[config.mk]
export PLATFORM = sky130hd
export DESIGN_NAME = cfg_port_loader
export DESIGN_NICKNAME = d
export VERILOG_FILES = /design/src/rtl/cfg_ld_pkg.sv /design/src/rtl/cfg_ld_timer.sv /design/src/rtl/cfg_ld_count.sv /design/src/rtl/cfg_port_loader.sv
export SDC_FILE = /design/constraint.sdc
export NUM_CORES = 1
export LEC_CHECK = 0
export BUFFER_PORTS_ARGS = -buffer_cell sky130_fd_sc_hd__buf_2
export CAP_MARGIN = 20
export CORE_UTILIZATION = 55
export DETAILED_ROUTE_END_ITERATION = 6
export PLACE_DENSITY = 0.77
export REMOVE_ABC_BUFFERS = 1
export SKIP_CTS_REPAIR_TIMING = 1
export SYNTH_ARGS = -nofsm -noshare
export SYNTH_HDL_FRONTEND = slang
export SYNTH_SLANG_ARGS = --single-unit
[constraint.sdc]
create_clock -name clk -period 7.4 [get_ports clk]
set_input_delay 1.48 -clock clk [delete_from_list [all_inputs] [get_ports clk]]
set_output_delay 1.48 -clock clk [all_outputs]
set_load 0.02 [all_outputs]
[src/rtl/cfg_ld_pkg.sv]
package cfg_ld_pkg;

   typedef enum logic [3:0] {
      S_IDLE, S_PULSE, S_INITLO, S_INITHI, S_SETTLE, S_CHECK, S_CLKLO, S_CLKHI,
      S_BWAIT, S_FINISH, S_RB_SEL, S_RB_LO, S_RB_HI, S_RB_ELO, S_RB_EHI
   } ld_state_t;

   typedef enum logic [2:0] {
      E_NONE         = 3'd0,
      E_INIT_ASSERT  = 3'd1,
      E_INIT_RELEASE = 3'd2,
      E_CRC          = 3'd3,
      E_WAIT         = 3'd4,
      E_DONE         = 3'd5
   } ld_err_t;

   function automatic int max_of(input int a, input int b);
      return (a > b) ? a : b;
   endfunction

endpackage

[src/rtl/cfg_ld_timer.sv]
module cfg_ld_timer #(
   parameter int W = 8
) (
   input  logic         clk,
   input  logic         rst_n,
   input  logic         clr,
   output logic [W-1:0] elapsed
);
   always_ff @(posedge clk or negedge rst_n) begin
      if (!rst_n)                elapsed <= '0;
      else if (clr)              elapsed <= '0;
      else if (elapsed != '1)    elapsed <= elapsed + W'(1);
   end
endmodule

[src/rtl/cfg_ld_count.sv]
module cfg_ld_count #(
   parameter int W = 8
) (
   input  logic         clk,
   input  logic         rst_n,
   input  logic         clr,
   input  logic         inc,
   output logic [W-1:0] value
);
   always_ff @(posedge clk or negedge rst_n) begin
      if (!rst_n)     value <= '0;
      else if (clr)   value <= '0;
      else if (inc)   value <= value + W'(1);
   end
endmodule

[src/rtl/cfg_port_loader.sv]
module cfg_port_loader
   import cfg_ld_pkg::*;
#(
   parameter int DATA_W     = 8,
   parameter int CNT_W      = 24,
   parameter bit BUSY_CHECK = 1'b1,
   parameter int T_PROG     = 16,
   parameter int T_INIT     = 25_000_000,
   parameter int T_SETTLE   = 500_000,
   parameter int T_BUSY     = 250_000,
   parameter int T_DONE     = 10_000_000
) (
   input  logic              clk,
   input  logic              rst_n,
   input  logic              start,
   input  logic              rd_mode,
   input  logic [CNT_W-1:0]  byte_count,
   input  logic [DATA_W-1:0] s_data,
   input  logic              s_valid,
   output logic              s_ready,
   output logic              tgt_rst_n,
   input  logic              tgt_init_n_i,
   input  logic              tgt_done_i,
   input  logic              tgt_wait_i,
   output logic              tgt_sel_n,
   output logic              tgt_wr_n,
   output logic              tgt_clk,
   output logic [DATA_W-1:0] tgt_dout,
   output logic              tgt_doe,
   input  logic [DATA_W-1:0] tgt_din,
   output logic [DATA_W-1:0] rb_data,
   output logic              rb_valid,
   output logic              ok,
   output logic              fail,
   output logic [2:0]        fail_code,
   output logic [CNT_W-1:0]  fail_offset
);
   localparam int TMAX  = max_of(max_of(max_of(T_PROG, T_INIT), max_of(T_SETTLE, T_BUSY)), T_DONE);
   localparam int TMR_W = $clog2(TMAX + 1);
   localparam logic [TMR_W-1:0] PROG_END   = TMR_W'(T_PROG - 1);
   localparam logic [TMR_W-1:0] INIT_END   = TMR_W'(T_INIT - 1);
   localparam logic [TMR_W-1:0] SETTLE_END = TMR_W'(T_SETTLE - 1);
   localparam logic [TMR_W-1:0] BUSY_END   = TMR_W'(T_BUSY - 1);
   localparam logic [TMR_W-1:0] DONE_END   = TMR_W'(T_DONE - 1);

   if (DATA_W < 1)  begin : g_bad_width $error("DATA_W must be at least 1"); end
   if (CNT_W < 1)   begin : g_bad_cnt   $error("CNT_W must be at least 1"); end
   if (T_PROG < 2)  begin : g_bad_prog  $error("T_PROG must be at least 2"); end
   if (T_INIT < 1 || T_SETTLE < 1 || T_BUSY < 1 || T_DONE < 1)
      begin : g_bad_tmo $error("timeouts must be at least 1 cycle"); end

   ld_state_t          st, nxt, post_clk;
   ld_err_t            abort_code;
   logic               finish_ok, accept, start_go, tmr_clr, last;
   logic [TMR_W-1:0]   tmr;
   logic [CNT_W-1:0]   cnt_q, lim_q;

   // Which state follows each byte's rising clock edge is a build option
   if (BUSY_CHECK) begin : g_wait_on
      assign post_clk = S_BWAIT;
   end else begin : g_wait_off
      assign post_clk = S_CHECK;
   end

   assign start_go = (st == S_IDLE) && start;
   assign last     = (cnt_q == lim_q);
   assign s_ready  = (st == S_CHECK) && !tgt_done_i && tgt_init_n_i && !last;
   assign accept   = s_ready && s_valid;
   assign tmr_clr  = (nxt != st);

   cfg_ld_timer #(.W(TMR_W)) u_tmr (
      .clk(clk), .rst_n(rst_n), .clr(tmr_clr), .elapsed(tmr)
   );

   cfg_ld_count #(.W(CNT_W)) u_cnt (
      .clk(clk), .rst_n(rst_n), .clr(start_go),
      .inc(accept || (st == S_RB_HI)), .value(cnt_q)
   );

   always_comb begin
      nxt        = st;
      abort_code = E_NONE;
      finish_ok  = 1'b0;
      unique case (st)
         S_IDLE:   if (start) nxt = rd_mode ? S_RB_SEL : S_PULSE;
         S_PULSE:  if (tmr == PROG_END) nxt = S_INITLO;
         S_INITLO: if (!tgt_init_n_i) nxt = S_INITHI;
                   else if (tmr == INIT_END) abort_code = E_INIT_ASSERT;
         S_INITHI: if (tgt_init_n_i) nxt = S_SETTLE;
                   else if (tmr == INIT_END) abort_code = E_INIT_RELEASE;
         S_SETTLE: if (tmr == SETTLE_END) nxt = S_CHECK;
         S_CHECK:  if (tgt_done_i) nxt = S_FINISH;
                   else if (!tgt_init_n_i) abort_code = E_CRC;
                   else if (last) nxt = S_FINISH;
                   else if (s_valid) nxt = S_CLKLO;
         S_CLKLO:  nxt = S_CLKHI;
         S_CLKHI:  nxt = post_clk;
         S_BWAIT:  if (!tgt_wait_i) nxt = S_CHECK;
                   else if (tmr == BUSY_END) abort_code = E_WAIT;
         S_FINISH: if (tgt_done_i && tgt_init_n_i) begin
                      finish_ok = 1'b1;
                      nxt       = S_IDLE;
                   end else if (tmr == DONE_END) abort_code = E_DONE;
         S_RB_SEL: nxt = last ? S_RB_ELO : S_RB_LO;
         S_RB_LO:  nxt = S_RB_HI;
         S_RB_HI:  nxt = ((cnt_q + CNT_W'(1)) == lim_q) ? S_RB_ELO : S_RB_LO;
         S_RB_ELO: nxt = S_RB_EHI;
         S_RB_EHI: begin finish_ok = 1'b1; nxt = S_IDLE; end
         default:  nxt = S_IDLE;
      endcase
      if (abort_code != E_NONE) nxt = S_IDLE;
   end

   always_ff @(posedge clk or negedge rst_n) begin
      if (!rst_n) begin
         st          <= S_IDLE;
         lim_q       <= '0;
         tgt_dout    <= '0;
         rb_data     <= '0;
         rb_valid    <= 1'b0;
         ok          <= 1'b0;
         fail        <= 1'b0;
         fail_code   <= 3'd0;
         fail_offset <= '0;
      end else begin
         st       <= nxt;
         rb_valid <= (st == S_RB_HI);
         if (st == S_RB_HI) rb_data  <= tgt_din;
         if (accept)        tgt_dout <= s_data;
         if (start_go) begin
            lim_q       <= byte_count;
            ok          <= 1'b0;
            fail        <= 1'b0;
            fail_code   <= 3'd0;
            fail_offset <= '0;
         end
         if (finish_ok) ok <= 1'b1;
         if (abort_code != E_NONE) begin
            fail        <= 1'b1;
            fail_code   <= abort_code;
            fail_offset <= cnt_q;
         end
      end
   end

   assign tgt_rst_n = !(st inside {S_PULSE, S_INITLO});
   assign tgt_clk   = !(st inside {S_CLKLO, S_RB_LO, S_RB_ELO});
   assign tgt_wr_n  = !(st inside {S_SETTLE, S_CHECK, S_CLKLO, S_CLKHI, S_BWAIT});
   assign tgt_sel_n = tgt_wr_n && !(st inside {S_RB_SEL, S_RB_LO, S_RB_HI});
   assign tgt_doe   = !tgt_wr_n;


   prog_pulse_chk: assert property (@(posedge clk) disable iff (!rst_n)
      $fell(tgt_rst_n) |=> !tgt_rst_n);


   byte_clk_chk: assert property (@(posedge clk) disable iff (!rst_n)
      (s_ready && s_valid) |=> !tgt_clk ##1 tgt_clk);


   done_seen_chk: assert property (@(posedge clk) disable iff (!rst_n)
      ($rose(ok) && $past(st == S_FINISH)) |-> $past(tgt_done_i && tgt_init_n_i));


   verdict_excl_chk: assert property (@(posedge clk) disable iff (!rst_n)
      !(ok && fail));


   abort_idle_chk: assert property (@(posedge clk) disable iff (!rst_n)
      $rose(fail) |-> (tgt_rst_n && tgt_sel_n && tgt_wr_n && tgt_clk && fail_code != 3'd0));


   crc_code_chk: assert property (@(posedge clk) disable iff (!rst_n)
      ($rose(fail) && fail_code == 3'd3) |-> $past(!tgt_init_n_i));


   rb_strobe_chk: assert property (@(posedge clk) disable iff (!rst_n)
      rb_valid |-> (!tgt_sel_n && tgt_wr_n) || $past(st == S_RB_HI));

endmodule

Yosys cells after proc, flatten, opt, wreduce, memory -nomap -nowiden
Index checks and enable logic that the tools add are counted.
{"block": "totals", "out_inout_bits": 52, "reg_bits": 123, "wordCells": 100, "input_bits": 48}
{"block": "classes", "n_mux": 40, "reduce_logical": 24, "n_eq_ne": 23, "n_addsub": 2}
{"operator": "$mux W24", "n": 4}
{"operator": "$pmux W4 S14", "n": 1}
{"operator": "$mux W4", "n": 13}
{"operator": "$mux W25", "n": 2}
{"operator": "$eq A24 B24 Y1", "n": 2}
{"operator": "$eq A4 B4 Y1 const B", "n": 7}
{"operator": "$add A25 B1 Y25 const B", "n": 1}
{"operator": "$eq A25 B18 Y1 const B", "n": 1}
{"operator": "$eq A25 B19 Y1 const B", "n": 1}
{"operator": "$eq A25 B24 Y1 const B", "n": 1}
{"operator": "$eq A25 B25 Y1 const B", "n": 1}
{"operator": "$eq A25 B4 Y1 const B", "n": 1}
{"operator": "$ne A25 B25 Y1 const B", "n": 1}
{"operator": "$add A24 B1 Y24 const B", "n": 1}
{"operator": "$mux W3", "n": 8}
{"operator": "$eq A4 B3 Y1 const B", "n": 4}
{"operator": "$pmux W3 S5", "n": 1}
{"operator": "$reduce_bool A2 Y1", "n": 5}
{"operator": "$reduce_bool A3 Y1", "n": 3}
{"operator": "$eq A4 B2 Y1 const B", "n": 2}
{"operator": "$mux W2", "n": 4}
{"operator": "$logic_and A1 B1 Y1", "n": 7}
{"operator": "$logic_not A1 Y1", "n": 6}
{"operator": "$mux W1", "n": 6}
{"operator": "other kinds (6)", "n": 6}

Logic depth before layout (Yosys ltp)
{"block": "logic_depth", "ltp_word": 8, "ltp_mapped": 12, "mapped_depth_nobuf": 9}

Modules after synthesis
Synthesis repeated with hierarchy kept, for this count alone.
{"block": "hier_totals", "cells_unflattened": 849, "hier_area_um2": 7323.3}
{"mod": "cfg_port_loader", "area_per_inst_um2": 4551.9, "instances": 1, "seq_area_each_um2": 1851.8, "cells_per_inst": 559}
{"mod": "cfg_ld_timer", "area_per_inst_um2": 1532.7, "instances": 1, "seq_area_each_um2": 625.6, "cells_per_inst": 161}
{"mod": "cfg_ld_count", "area_per_inst_um2": 1238.7, "instances": 1, "seq_area_each_um2": 600.6, "cells_per_inst": 129}

Least setup slack after synthesis
Ideal clock, no wire load.
{"block": "synth_timing", "path_kind": "input port to flip-flop", "startpoint": "input port tgt_init_n_i", "endpoint": "register u_cnt.value[20]", "slack_ns": 3.792, "setup_ns": 0.078, "path_stages": 10, "arrival_ns": 3.529, "required_time_ns": 7.322, "cell_sequence": "clkbuf_1 nand2_1 a211oi_1 a21bo_1 buf_4 nor2b_1 clkbuf_1 or4_1 or3_1 a21oi_1"}
{"block": "synth_between", "elab_chain_len": 5}
{"element": "from (decl)", "line": "cfg_port_loader.sv:22", "text": "input logic tgt_init_n_i,"}
{"element": "$logic_and A1 B1 Y1 (2 in a row)", "line": "cfg_port_loader.sv:67", "text": "assign s_ready = (st == S_CHECK) && !tgt_done_i && tgt_init_n_i && !last;"}
{"element": "$logic_and A1 B1 Y1", "line": "cfg_port_loader.sv:68", "text": "assign accept = s_ready && s_valid;"}
{"element": "$logic_or A1 B1 Y1", "line": "cfg_port_loader.sv:77", "text": ".inc(accept || (st == S_RB_HI)), .value(cnt_q)"}
{"element": "$reduce_bool A2 Y1 (no line)"}
{"element": "to (signal assigned)", "line": "cfg_ld_count.sv:13", "text": "else if (inc) value <= value + W'(1);"}
{"element": "to (decl)", "line": "cfg_ld_count.sv:8", "text": "output logic [W-1:0] value"}
No other way between the ends.
A chain may end at the register's enable or synchronous reset.

Final worst setup path
{"block": "layout_timing", "startpoint": "input port tgt_init_n_i", "endpoint": "register u_tmr.elapsed[20]"}
{"block": "layout_between", "elab_chain_len": 7, "word_cells_on_any_way": 18, "classes_between": "eq/ne: 1; mux: 14; reduce/logical: 3"}
{"element": "$mux W2 / $logic_and A1 B1 Y1 (equally long branches)", "line": "cfg_port_loader.sv:93, cfg_port_loader.sv:100"}
{"element": "$mux W2 / $mux W3 (equally long branches)", "line": "cfg_port_loader.sv:92, cfg_port_loader.sv:100"}
{"element": "$pmux W3 S5", "line": "cfg_port_loader.sv:84", "text": "unique case (st)"}
{"element": "$reduce_bool A3 Y1", "line": "cfg_port_loader.sv:111", "text": "if (abort_code != E_NONE) nxt = S_IDLE;"}
{"element": "$mux W4 (*)", "line": "cfg_port_loader.sv:111"}
{"element": "net nxt[3]", "line": "cfg_port_loader.sv:52", "text": "ld_state_t st, nxt, post_clk;"}
{"element": "$ne A4 B4 Y1 (*)", "line": "cfg_port_loader.sv:69", "text": "assign tmr_clr = (nxt != st);"}
{"element": "$mux W25 / $reduce_bool A2 Y1 (equally long branches)"}
{"element": "to (signal assigned)", "line": "cfg_ld_timer.sv:12", "text": "else if (elapsed != '1) elapsed <= elapsed + W'(1);"}
{"element": "to (decl)", "line": "cfg_ld_timer.sv:7", "text": "output logic [W-1:0] elapsed"}
Mark *: on every way through the listed nets, which the timed path passes. The rest lies on a longest branch.

==> results.cfg <==
[floorplan]
rows = 40
start_util_pct = 57.0
dieHeight_um = 114
ios = 100
dieArea_um2 = 13000
core_area_um2 = 12100
die_width_um = 114

[logic_synthesis]
synth_ff_type = dfrtp_1
synth_async_sr_flop_share_pct = 100
synth.cell_area_um2 = 6900
ys_ff_latch = 123
synth_cells = 771
syn_area_per_cell_um2 = 8.95
ys_seq_area_share_pct = 44.6
yosys_warnings = 0
synth-edff-count = 0
ys_types = 69

[cells_and_area]
multi_input_area_um2 = 3480
final_cells = 1019
final-seq-area_um2 = 3080
final_area_um2 = 7930
diodes = 0
final_util_pct = 65.4
fin_nets = 891
fillers = 1017
area_growth_pct = 14.9
drive_gt1_share_pct = 19.2

[setup_path]
critPathKind = input port to flop
r2r-start = st[2]
crit_path_start_kind = input port
cp_max_fo = 50
critPathArrivalTime_ns = 4.12
ff2ff_path_depth = 9
end_kind = flop
worstPathRequired_ns = 7.71
rrSetupSlack_ns = 3.87
r2r_end = u_tmr.elapsed[20]

[clock_network]
numCtsBuffers = 17
clk_pin_slew_worst_paths_ns = 0.05
cts.path.max_buffers = 2
clkLatencyLatePin_ns = 0.41
cts_num_sinks = 123
h-tree-depth = 4
cts_root_buf = clkbuf_16
tritoncts = yes

[routing]
routed-via-count = 6055
post-route-drc-count = 0
drtAntennaViolNets = 0
wl_met3_um = 1140
viasPerCell = 5.94
drt_iter0_drc = 510
met1Wirelength_um = 7300
top_layer = met4
wl_um = 16800
wire_per_inst_um = 16.5
drtPass1Iterations = 6
routed-wl-met2_um = 7870

[power]
p_leak_uw = 0.00357
power_density_nw_per_um2 = 358
ir_worst_vdd_uv = 255

[placement]
hpwl_um = 11800
port_buffers = 99
dp_cells = 988
routabilityCongestion = 0.945
dpl_cell_area_um2 = 7340

[timing]
max_freq_mhz = 262
min_period_ns = 3.81
fin_crit_sh_pct = 51.5
fin_worst_skew_ns = 0.00631
rsz0062_at_grt = false
finalHoldViolations = 0
fin_tns_setup_ns = 0
report.final.slew_viol_count = 0
max_slew_margin_pct = 24.9
worstMarginPinSlew_ns = 1.12
setup_violations = 0

[global_route]
first_global_vias = 5817
gr-total-overflow = 0
grt_usage_pct = 27.3
antenna_found_initial = 0
grt_pass1_wl_um = 27900
grt_max_degree = 63

[hold_path]
hold-path-cell-count = 2
min_path_type = flop to flop
min_to = lim_q[17]
hp-start = lim_q[17]

[status]
status = finished clean

[run]
maxCapViolCount = 0
-- critical path, stage by stage --
cell and delay (ns):
buf_2 0.18, nand2_1 0.12, nand4_1 0.17, nor4_2 0.47, or3_1 0.17, buf_4 0.39, a211oi_2 0.11, xnor2_1 0.20
nand3_2 0.45, nor3_1 0.36
-- worst max path at each step --
stage                               start           endpoint  slack (ns)
after floorplan              tgt_init_n_i  u_tmr.elapsed[22]        3.54
after global placement       tgt_init_n_i  u_tmr.elapsed[22]        3.38
after detailed placement     tgt_init_n_i  u_tmr.elapsed[20]        3.21
after CTS                 u_cnt.value[11]            s_ready        3.60
after global routing         tgt_init_n_i  u_tmr.elapsed[22]        3.31
final                        tgt_init_n_i  u_tmr.elapsed[20]        3.59
-- logic make-up (layout without fill, tap and decap cells) --
kind of cell | Yosys count | count (layout) | synth area share (%)
fa+ha+maj | 2 | 2 | 0.363
compound gates | 111 | 111 | 9.86
flops | 123 | 123 | 44.6
buf+inv | 65 | 145 | 5.10
xor+xnor | 70 | 70 | 8.99
simple gates | 382 | 382 | 28.2
mux | 18 | 18 | 2.90
-- through the flow --
stage | setup slack [ns] | hold WS (ns) | power (µW)
after detailed placement | 3.21 | 0.484 | 2050
after floorplan | 3.54 | 0.465 | 1700
after global placement | 3.38 | 0.484 | 2010
after CTS | 3.60 | 0.498 | 2840
after global routing | 3.31 | 0.509 | 3020
final | 3.59 | 0.494 | 2840
-- layout by cell type, fill, tap and decap left out, types with 6 or more instances in the layout --
cell type,count
and4_1,12
or4_1,7
nand2_1,151
or3_1,11
a31oi_1,11
dfrtp_1,123
nand4_1,26
xor2_1,27
clkinv_2,6
nor3_1,38
clkbuf_16,17
buf_2,98
nor2_1,48
mux2_2,16
and3_1,13
o21ai_0,54
nor4_1,14
xnor2_1,42
inv_1,11
a21oi_1,14
nand3_1,19
nor4b_1,7
-- registers in the layout, summed over array words and instances, names as in the netlist --
name	count
u_tmr.elapsed	25
fail_offset	24
lim_q	24
u_cnt.value	24
rb_data	8
tgt_dout	8
st	4
fail_code	3
fail	1
ok	1
rb_valid	1
-- metal layers --
metal	global-route usage, %	up-vias
met1	35.5	2903
met3	6.96	47
met5	0	-
met4	12.6	0
met2	42.8	254
li1	-	2851
-- where the power goes --
group | leakage, µW | switching, µW | total (µW) | internal, µW
Sequential | 0.00164 | 202 | 1040 | 841
Combinational | 0.00165 | 636 | 1020 | 381
Clock | 0.000281 | 278 | 781 | 503
-- final cells by class --
cell class                 instances  area share [%]
clock buffer                      20            5.76
multi-input combinational        583            43.9
inverter                          11           0.521
timing repair buffer             105            7.10
sequential                       123            38.8
clock inverter                     9            1.25
tap                              168            2.65
-- cells in the mapped netlist (all sizes together), types with 16 or more instances --
library cell	n	area share, %
xor2	28	3.7
nand2	151	8.2
dfrtp	123	45
nor4	16	1.6
mux2	16	2.6
clkbuf	34	2.6
nand4	28	2.7
buf	20	1.9
nor2	48	2.6
nand3	22	1.7
xnor2	42	5.3
o21ai	55	4.0
nor3	38	2.8
No activity file was read; power rests on OpenSTA's default activity.
